File: config.mk
export PLATFORM = sky130hd
export DESIGN_NAME = spi_flash_ctrl
export DESIGN_NICKNAME = d
export VERILOG_FILES = /design/src/rtl/sfc_pkg.sv /design/src/rtl/sfc_shifter.sv /design/src/rtl/sfc_seq.sv /design/src/rtl/spi_flash_ctrl.sv
export SDC_FILE = /design/constraint.sdc
export NUM_CORES = 1
export LEC_CHECK = 0
export ABC_AREA = 1
export BUFFER_PORTS_ARGS = -buffer_cell sky130_fd_sc_hd__buf_4
export CAP_MARGIN = 40
export CORE_ASPECT_RATIO = 0.7
export CORE_MARGIN = 5
export CORE_UTILIZATION = 45
export CTS_CLUSTER_DIAMETER = 150
export DETAILED_ROUTE_END_ITERATION = 10
export PLACE_DENSITY_LB_ADDON = 0.12
export SLEW_MARGIN = 20
export SYNTH_ARGS = -nofsm -noshare
export SYNTH_HDL_FRONTEND = slang
export SYNTH_SLANG_ARGS = --single-unit
File: constraint.sdc
create_clock -name clk -period 3 [get_ports clk]
set_input_delay 0.3 -clock clk [delete_from_list [all_inputs] [get_ports clk]]
set_output_delay 0.3 -clock clk [all_outputs]
set_load 0.005 [all_outputs]
File: src/rtl/sfc_pkg.sv
`timescale 1ns/1ps
package sfc_pkg;
   typedef enum logic [1:0] {
      MODE_RD   = 2'd0,
      MODE_FRD  = 2'd1,
      MODE_WR   = 2'd2,
      MODE_USER = 2'd3
   } sfc_mode_e;

   typedef enum logic [1:0] {
      S_IDLE = 2'd0,
      S_LOAD = 2'd1,
      S_WAIT = 2'd2,
      S_DONE = 2'd3
   } sfc_seq_e;

   localparam logic [7:0] OFF_CFG = 8'h00;
   localparam logic [7:0] OFF_CSC = 8'h04;
   localparam logic [7:0] OFF_CTL = 8'h10;
   localparam int CFG_WEN_BIT = 16;
   localparam int CSC_A32_BIT = 0;
   localparam int CTL_STOP_BIT = 2;
   localparam int CTL_OP_LSB = 16;
endpackage

File: src/rtl/sfc_shifter.sv
`timescale 1ns/1ps
module sfc_shifter #(
   parameter int CLK_DIV = 4
) (
   input  logic       clk,
   input  logic       rst_n,
   input  logic       start,
   input  logic [7:0] tx,
   input  logic       miso,
   output logic       sck,
   output logic       mosi,
   output logic       busy,
   output logic       done,
   output logic [7:0] rx
);
   localparam int HALF = CLK_DIV / 2;
   localparam int DW = (HALF > 1) ? $clog2(HALF) : 1;

   logic       tick;
   logic [2:0] bitn;
   logic [7:0] txsh;
   logic [7:0] rxsh;

   generate
      if (CLK_DIV < 2 || (CLK_DIV % 2) != 0) begin : g_bad_div
         $error("CLK_DIV must be even and at least 2");
      end
      if (HALF == 1) begin : g_nodiv
         assign tick = busy;
      end else begin : g_div
         logic [DW-1:0] div;
         always_ff @(posedge clk or negedge rst_n) begin
            if (!rst_n)                        div <= '0;
            else if (!busy)                    div <= '0;
            else if (div == DW'(HALF - 1))     div <= '0;
            else                               div <= div + 1'b1;
         end
         assign tick = busy && (div == DW'(HALF - 1));
      end
   endgenerate

   always_ff @(posedge clk or negedge rst_n) begin
      if (!rst_n) begin
         busy <= 1'b0;
         done <= 1'b0;
         sck  <= 1'b0;
         bitn <= '0;
         txsh <= '0;
         rxsh <= '0;
      end else begin
         done <= 1'b0;
         if (start && !busy) begin
            busy <= 1'b1;
            txsh <= tx;
            bitn <= '0;
            sck  <= 1'b0;
         end else if (tick) begin
            if (!sck) begin
               sck  <= 1'b1;
               rxsh <= {rxsh[6:0], miso};
            end else begin
               sck <= 1'b0;
               if (bitn == 3'd7) begin
                  busy <= 1'b0;
                  done <= 1'b1;
               end else begin
                  bitn <= bitn + 3'd1;
                  txsh <= {txsh[6:0], 1'b0};
               end
            end
         end
      end
   end

   assign mosi = txsh[7];
   assign rx   = rxsh;
endmodule

File: src/rtl/sfc_seq.sv
`timescale 1ns/1ps
module sfc_seq
   import sfc_pkg::*;
#(
   parameter int ADDR_W = 28
) (
   input  logic              clk,
   input  logic              rst_n,
   input  logic              start,
   input  logic              direct,
   input  logic              a32,
   input  logic              dummy,
   input  logic              wr,
   input  logic [1:0]        size,
   input  logic [ADDR_W-1:0] addr,
   input  logic [31:0]       wdata,
   input  logic [7:0]        opcode,
   output logic              sh_start,
   output logic [7:0]        sh_tx,
   input  logic              sh_done,
   input  logic [7:0]        sh_rx,
   output logic              idle,
   output logic              done,
   output logic              dir_act,
   output logic [31:0]       rdata
);
   sfc_seq_e   st;
   logic [3:0] idx, hdr_q, last_q;
   logic [2:0] alen_q;
   logic       dir_q, wr_q;
   logic [7:0] op_q;
   logic [31:0] addr_q, wdata_q;
   logic [3:0] hdr_n, nd_n;
   logic [1:0] lane;
   logic [2:0] ashift;

   always_comb begin
      hdr_n = direct ? 4'(1 + (a32 ? 4 : 3) + (dummy ? 1 : 0)) : 4'd0;
      case (size)
         2'd0:    nd_n = 4'd1;
         2'd1:    nd_n = 4'd2;
         default: nd_n = 4'd4;
      endcase
   end

   assign lane   = 2'(idx - hdr_q);
   assign ashift = alen_q - idx[2:0];

   always_comb begin
      if (dir_q && idx == 4'd0)               sh_tx = op_q;
      else if (dir_q && idx <= {1'b0, alen_q}) sh_tx = 8'(addr_q >> {ashift, 3'b000});
      else if (idx < hdr_q)                   sh_tx = 8'h00;
      else if (wr_q)                          sh_tx = wdata_q[{lane, 3'b000} +: 8];
      else                                    sh_tx = 8'h00;
   end

   always_ff @(posedge clk or negedge rst_n) begin
      if (!rst_n) begin
         st      <= S_IDLE;
         idx     <= '0;
         hdr_q   <= '0;
         last_q  <= '0;
         alen_q  <= '0;
         dir_q   <= 1'b0;
         wr_q    <= 1'b0;
         op_q    <= '0;
         addr_q  <= '0;
         wdata_q <= '0;
         rdata   <= '0;
      end else begin
         case (st)
            S_IDLE: if (start) begin
               dir_q   <= direct;
               wr_q    <= wr;
               op_q    <= opcode;
               addr_q  <= 32'(addr);
               wdata_q <= wdata;
               alen_q  <= a32 ? 3'd4 : 3'd3;
               hdr_q   <= hdr_n;
               last_q  <= hdr_n + nd_n - 4'd1;
               idx     <= '0;
               rdata   <= '0;
               st      <= S_LOAD;
            end
            S_LOAD: st <= S_WAIT;
            S_WAIT: if (sh_done) begin
               if (!wr_q && idx >= hdr_q) rdata[{lane, 3'b000} +: 8] <= sh_rx;
               if (idx == last_q) st <= S_DONE;
               else begin
                  idx <= idx + 4'd1;
                  st  <= S_LOAD;
               end
            end
            default: st <= S_IDLE;
         endcase
      end
   end

   assign sh_start = (st == S_LOAD);
   assign idle     = (st == S_IDLE);
   assign done     = (st == S_DONE);
   assign dir_act  = dir_q && (st == S_LOAD || st == S_WAIT);
endmodule

File: src/rtl/spi_flash_ctrl.sv
`timescale 1ns/1ps
module spi_flash_ctrl
   import sfc_pkg::*;
#(
   parameter int CLK_DIV = 4,
   parameter int ADDR_W  = 28
) (
   input  logic              clk,
   input  logic              rst_n,
   input  logic              bus_req,
   input  logic              bus_win,
   input  logic              bus_we,
   input  logic [1:0]        bus_size,
   input  logic [ADDR_W-1:0] bus_addr,
   input  logic [31:0]       bus_wdata,
   output logic [31:0]       bus_rdata,
   output logic              bus_ready,
   output logic              spi_cs_n,
   output logic              spi_sck,
   output logic              spi_mosi,
   input  logic              spi_miso
);
   generate
      if (ADDR_W < 8 || ADDR_W > 32) begin : g_bad_aw
         $error("ADDR_W must lie between 8 and 32");
      end
   endgenerate

   logic       cfg_wen, cs_a32, ctl_stop;
   logic [1:0] ctl_mode;
   logic [7:0] ctl_op;
   logic       reg_acc, reg_wr;
   logic [7:0] reg_off;
   logic [31:0] reg_rdata;
   sfc_mode_e  mode;
   logic       is_user, acc_drop, launch, eng_active;
   logic       seq_idle, seq_done, seq_dir_act;
   logic [31:0] seq_rdata;
   logic       sh_start, sh_done, sh_busy;
   logic [7:0] sh_tx, sh_rx;

   assign reg_acc = bus_req && !bus_win;
   assign reg_wr  = reg_acc && bus_we;
   assign reg_off = bus_addr[7:0];
   assign mode    = sfc_mode_e'(ctl_mode);
   assign is_user = (mode == MODE_USER);

   always_ff @(posedge clk or negedge rst_n) begin
      if (!rst_n) begin
         cfg_wen  <= 1'b0;
         cs_a32   <= 1'b0;
         ctl_mode <= 2'd0;
         ctl_stop <= 1'b0;
         ctl_op   <= 8'h00;
      end else if (reg_wr) begin
         case (reg_off)
            OFF_CFG: cfg_wen <= bus_wdata[CFG_WEN_BIT];
            OFF_CSC: cs_a32  <= bus_wdata[CSC_A32_BIT];
            OFF_CTL: begin
               ctl_mode <= bus_wdata[1:0];
               ctl_stop <= bus_wdata[CTL_STOP_BIT];
               ctl_op   <= bus_wdata[CTL_OP_LSB +: 8];
            end
            default: ;
         endcase
      end
   end

   always_comb begin
      reg_rdata = '0;
      case (reg_off)
         OFF_CFG: reg_rdata[CFG_WEN_BIT] = cfg_wen;
         OFF_CSC: reg_rdata[CSC_A32_BIT] = cs_a32;
         OFF_CTL: begin
            reg_rdata[1:0]              = ctl_mode;
            reg_rdata[CTL_STOP_BIT]     = ctl_stop;
            reg_rdata[CTL_OP_LSB +: 8]  = ctl_op;
         end
         default: ;
      endcase
   end

   assign acc_drop = (is_user && ctl_stop) ||
                     (bus_we && (!cfg_wen || mode == MODE_RD || mode == MODE_FRD));
   assign launch   = bus_req && bus_win && !acc_drop && seq_idle;
   assign eng_active = !seq_idle;

   sfc_seq #(.ADDR_W(ADDR_W)) u_seq (
      .clk(clk), .rst_n(rst_n), .start(launch),
      .direct(!is_user), .a32(cs_a32), .dummy(mode == MODE_FRD && !bus_we),
      .wr(bus_we), .size(bus_size), .addr(bus_addr), .wdata(bus_wdata),
      .opcode(ctl_op), .sh_start(sh_start), .sh_tx(sh_tx), .sh_done(sh_done),
      .sh_rx(sh_rx), .idle(seq_idle), .done(seq_done), .dir_act(seq_dir_act),
      .rdata(seq_rdata)
   );

   sfc_shifter #(.CLK_DIV(CLK_DIV)) u_shift (
      .clk(clk), .rst_n(rst_n), .start(sh_start), .tx(sh_tx), .miso(spi_miso),
      .sck(spi_sck), .mosi(spi_mosi), .busy(sh_busy), .done(sh_done), .rx(sh_rx)
   );

   assign spi_cs_n  = seq_dir_act ? 1'b0 : !(is_user && !ctl_stop);
   assign bus_ready = reg_acc || (bus_req && bus_win && acc_drop && seq_idle) || seq_done;
   assign bus_rdata = bus_win ? seq_rdata : reg_rdata;
endmodule

==> impl_metrics.csv <==
group,metric,value,unit
route,routed_via_density,4.95,
die,start_util,0.453,
yosys,synth_nets,1176,
worst_setup_path,slowest_stage,"fa_1",
placement,port_buffers,103,
worst_setup_path,critPathLaunchType,"flip-flop",
clock_tree,numCtsBuffers,17,
power_and_ir_drop,p_int,5.40,mW
global_routing,antenna_found_initial,0,
hold_path,hold_depth,3,
yosys,synth_area,8090,um^2
worst_setup_path,critPathKind,"reg -> reg",
finish,fin_area,9720,um^2
finish,fillCellCount,1761,
power_and_ir_drop,pwr-share-clk,0.248,
yosys,synth-edff-count,0,
run_status,status,"completed",
route,drt_iter0_markers,647,
worst_setup_path,path_depth,11,
hold_path,min_from,"bus_addr[24]",
worst_setup_path,endpoint_kind,"flip-flop",
die,io_pins,104,
timing,setup_tns,0,ns
yosys,yosys_most_used_dff,"dfrtp_1",
clock_tree,clk_latency,0.44,ns
worst_setup_path,critPathBufInv,3,
finish,layout.nets,1266,
worst_setup_path,rr_startpoint,"u_seq.idx[0]",
global_routing,gr-total-overflow,0,
yosys,yosysTopAreaCell,"dfrtp_1",
yosys,synth_seq_cells,153,
clock_tree,clock_path_buffers,2,
placement,hpwlAfterDp,15400,um
power_and_ir_drop,p_leak,5.31,nW
finish,antenna_cells,0,
yosys,ys_types,32,
yosys,synthAdderAreaFrac,0.0476,
yosys,async_reset_ff_frac,1.00,
die,core,17900,um^2
placement,place.gp.congestion,0.837,
timing,finalMaxSlewViolations,0,
yosys,synth_cells,1079,
hold_path,hp-class,"in -> reg",
clock_tree,clk_pin_slew_worst_paths,0.06,ns
clock_tree,ctsRootBufferMaster,"clkbuf_16",
die,die_x,170,um
timing,rsz0062_at_grt,"no",
finish,multiInputGateArea,3550,um^2
run,cap_violations,0,
worst_setup_path,path_cells,"inv_1 -> ha_1 -> inv_1 -> fa_1 -> clkinv_1 -> ha_1 -> nor2_1 -> nand3_1 -> nor2_1 -> nand4_1 -> nand2_1",
timing,finalSetupViolCount,0,
die,die_y,122,um
power_and_ir_drop,total_power,9.24,mW
timing,fmax,0.367,GHz
yosys,synth_simple_gate_area_frac,0.307,
timing,finalHoldViolCount,0,
timing,fin_crit_sh,0.909,
finish,drive_gt1_frac,0.141,
power_and_ir_drop,sw_frac_of_total,0.416,
finish,area.sequential,3830,um^2
power_and_ir_drop,ir_drop,0.000443,V
yosys,yosysSeqAreaShare,0.473,
clock_tree,cts.repair.resized,0,
clock_tree,htreeDepth,4,
clock_tree,cts_tree,"done",
yosys,muxShareOfSynthArea,0,
worst_setup_path,critPathArrivalTime,3.09,ns
route,drc,0,
die,rows,41,
yosys,yosys.area.top_type_share,0.473,
timing,clock_skew,0.0108,ns
power_and_ir_drop,pwr-share-seq,0.347,
yosys,ys_warn_count,0,
route,routed_wl,21100,um
global_routing,grt_first_pass_wirelength,34500,um
yosys,synth_compound_area_frac,0.0739,
power_and_ir_drop,p_comb_frac,0.406,
power_and_ir_drop,p_per_area,950,nW/um^2
finish,area_growth,20.1,%
yosys,postSynthAreaPerCell,7.50,um^2
global_routing,grt_max_degree,73,
route,first_pass_iters,7,
timing,relSlewSlack,0.503,
global_routing,grt_pass1_vias,6618,
timing,worst_slew_pin_slew,0.743,ns
global_routing,grt.total_usage,0.210,
worst_setup_path,r2r_slack,0.27,ns
worst_setup_path,path_max_fanout,8,
worst_setup_path,timing.rr.end,"u_seq.rdata[8]",
yosys,synthXorXnorAreaFrac,0.00974,
yosys,synthTopCellsByArea,"dfrtp_1, nand2_1, inv_1",
yosys,synth_top_family_by_area,"simple AND/OR/NAND/NOR gates",
power_and_ir_drop,p_switching,3.84,mW
route,routedWlPerCell,14.9,um
route,drtAntennaViolNets,0,
worst_setup_path,critPathTopFamily,"adder cells",
hold_path,whs_endpoint,"u_seq.addr_q[24]",
worst_setup_path,worstPathRequired,3.36,ns
placement,placed_cell_area,9090,um^2
route,num_vias,7022,
die,die_area,20800,um^2
worst_setup_path,ff2ff_path_depth,11,
worst_setup_path,critical-path-max-stage-delay,0.54,ns
timing,fin_crit,2.73,ns
clock_tree,cts_sinks,153,
==> tightest hold or removal path, cell delays in order <==
cell and delay (ns):
buf_4 0.08, nand2_1 0.04, nand2_1 0.04
==> worst max path at each step <==
stage                       to    startpoint  slack [ns]
2_1_floorplan  u_seq.rdata[10]  u_seq.idx[0]        0.30
4_1_cts         u_seq.rdata[7]  u_seq.idx[0]        0.29
6_report        u_seq.rdata[8]  u_seq.idx[0]        0.27
3_3_place_gp    u_seq.rdata[8]  u_seq.idx[0]        0.38
3_5_place_dp    u_seq.rdata[8]  u_seq.idx[0]        0.32
5_1_grt        u_seq.rdata[19]  u_seq.idx[0]        0.03
==> power by group through the flow <==
stage / sequential (mW) / clock [mW] / combinational, mW
2_1_floorplan: 3.07 / 0 / 2.65
3_3_place_gp: 3.22 / 0 / 3.66
3_5_place_dp: 3.23 / 0 / 3.70
4_1_cts: 3.20 / 2.32 / 3.73
5_1_grt: 3.29 / 2.41 / 4.28
6_report: 3.20 / 2.29 / 3.75
==> stage by stage <==
step / utilization / hold WS (ns) / std cells / setup WS [ns]
6_report: 0.545 / 0.0556 / 1418 / 0.273
5_1_grt: 0.545 / 0.0572 / 1418 / 0.0331
4_1_cts: 0.545 / 0.0460 / 1418 / 0.289
3_5_place_dp: 0.509 / 0.260 / 1385 / 0.315
3_3_place_gp: 0.509 / 0.260 / 1385 / 0.384
2_1_floorplan: - / 0.00441 / 1079 / 0.300
==> area by class of cell <==
| class | instances | area share |
|---|---|---|
| Clock buffer | 22 | 0.0498 |
| Clock inverter | 10 | 0.0143 |
| Inverter | 131 | 0.0506 |
| Multi-Input combinational cell | 746 | 0.365 |
| Sequential cell | 153 | 0.394 |
| Tap cell | 236 | 0.0304 |
| Timing Repair Buffer | 120 | 0.0959 |
==> cells in the mapped netlist, types with 2 or more instances <==
cell type and number:
a21oi_1 10, a31oi_1 2, a32o_1 2, buf_2 22, buf_4 3, clkbuf_1 24, dfrtp_1 153, fa_1 3
ha_1 26, inv_1 127, inv_2 3, nand2_1 415, nand2_2 4, nand3_1 69, nand3b_1 2, nand4_1 35
nor2_1 63, nor3_1 2, nor4_1 2, o21ai_0 79, o21bai_1 2, o31ai_1 9, or2_2 6, xnor2_1 4
xor2_1 5
==> routing by layer <==
metal	vias up	GRT usage	wire length [um]
met5	-	0	0
met4	0	0.0534	194
li1	3568	-	-
met1	3227	0.338	11100
met2	211	0.281	8400
met3	16	0.0480	1370
==> flip-flops by register name (all words and copies together), names as in the netlist, 2 cells and up <==
name,flops
u_seq.rdata,32
u_seq.wdata_q,32
u_seq.addr_q,28
ctl_op,8
u_seq.op_q,8
u_shift.rx,8
u_shift.txsh,8
u_seq.idx,4
u_seq.last_q,4
u_seq.hdr_q,3
u_shift.bitn,3
ctl_mode,2
u_seq.alen_q,2
u_seq.st,2
==> cells by family after synthesis <==
logic type	Yosys count
DFF	153
adders and majority gates	29
buffers and inverters	180
AOI/OAI and AO/OA	108
xor gates and xnor gates	9
and+or+nand+nor	600
==> layout by cell type, fill, tap and decap left out, drive strengths merged, types with 4 or more instances in the layout <==
cell,count
clkbuf,22
inv,132
a21oi,11
nor2,63
dfrtp,153
nand2,419
buf,119
or2,6
xor2,5
nand3,70
ha,26
clkinv,5
o31ai,9
o21ai,80
nand4,35
xnor2,4
==> repair_timing <==
item	4_1_cts	5_1_grt
setup buffers	0	0
hold buffers	1	0
hold endpoints to repair	42	0
endpoints found under the setup margin	0	0
Power figures use the tool's default switching activity.
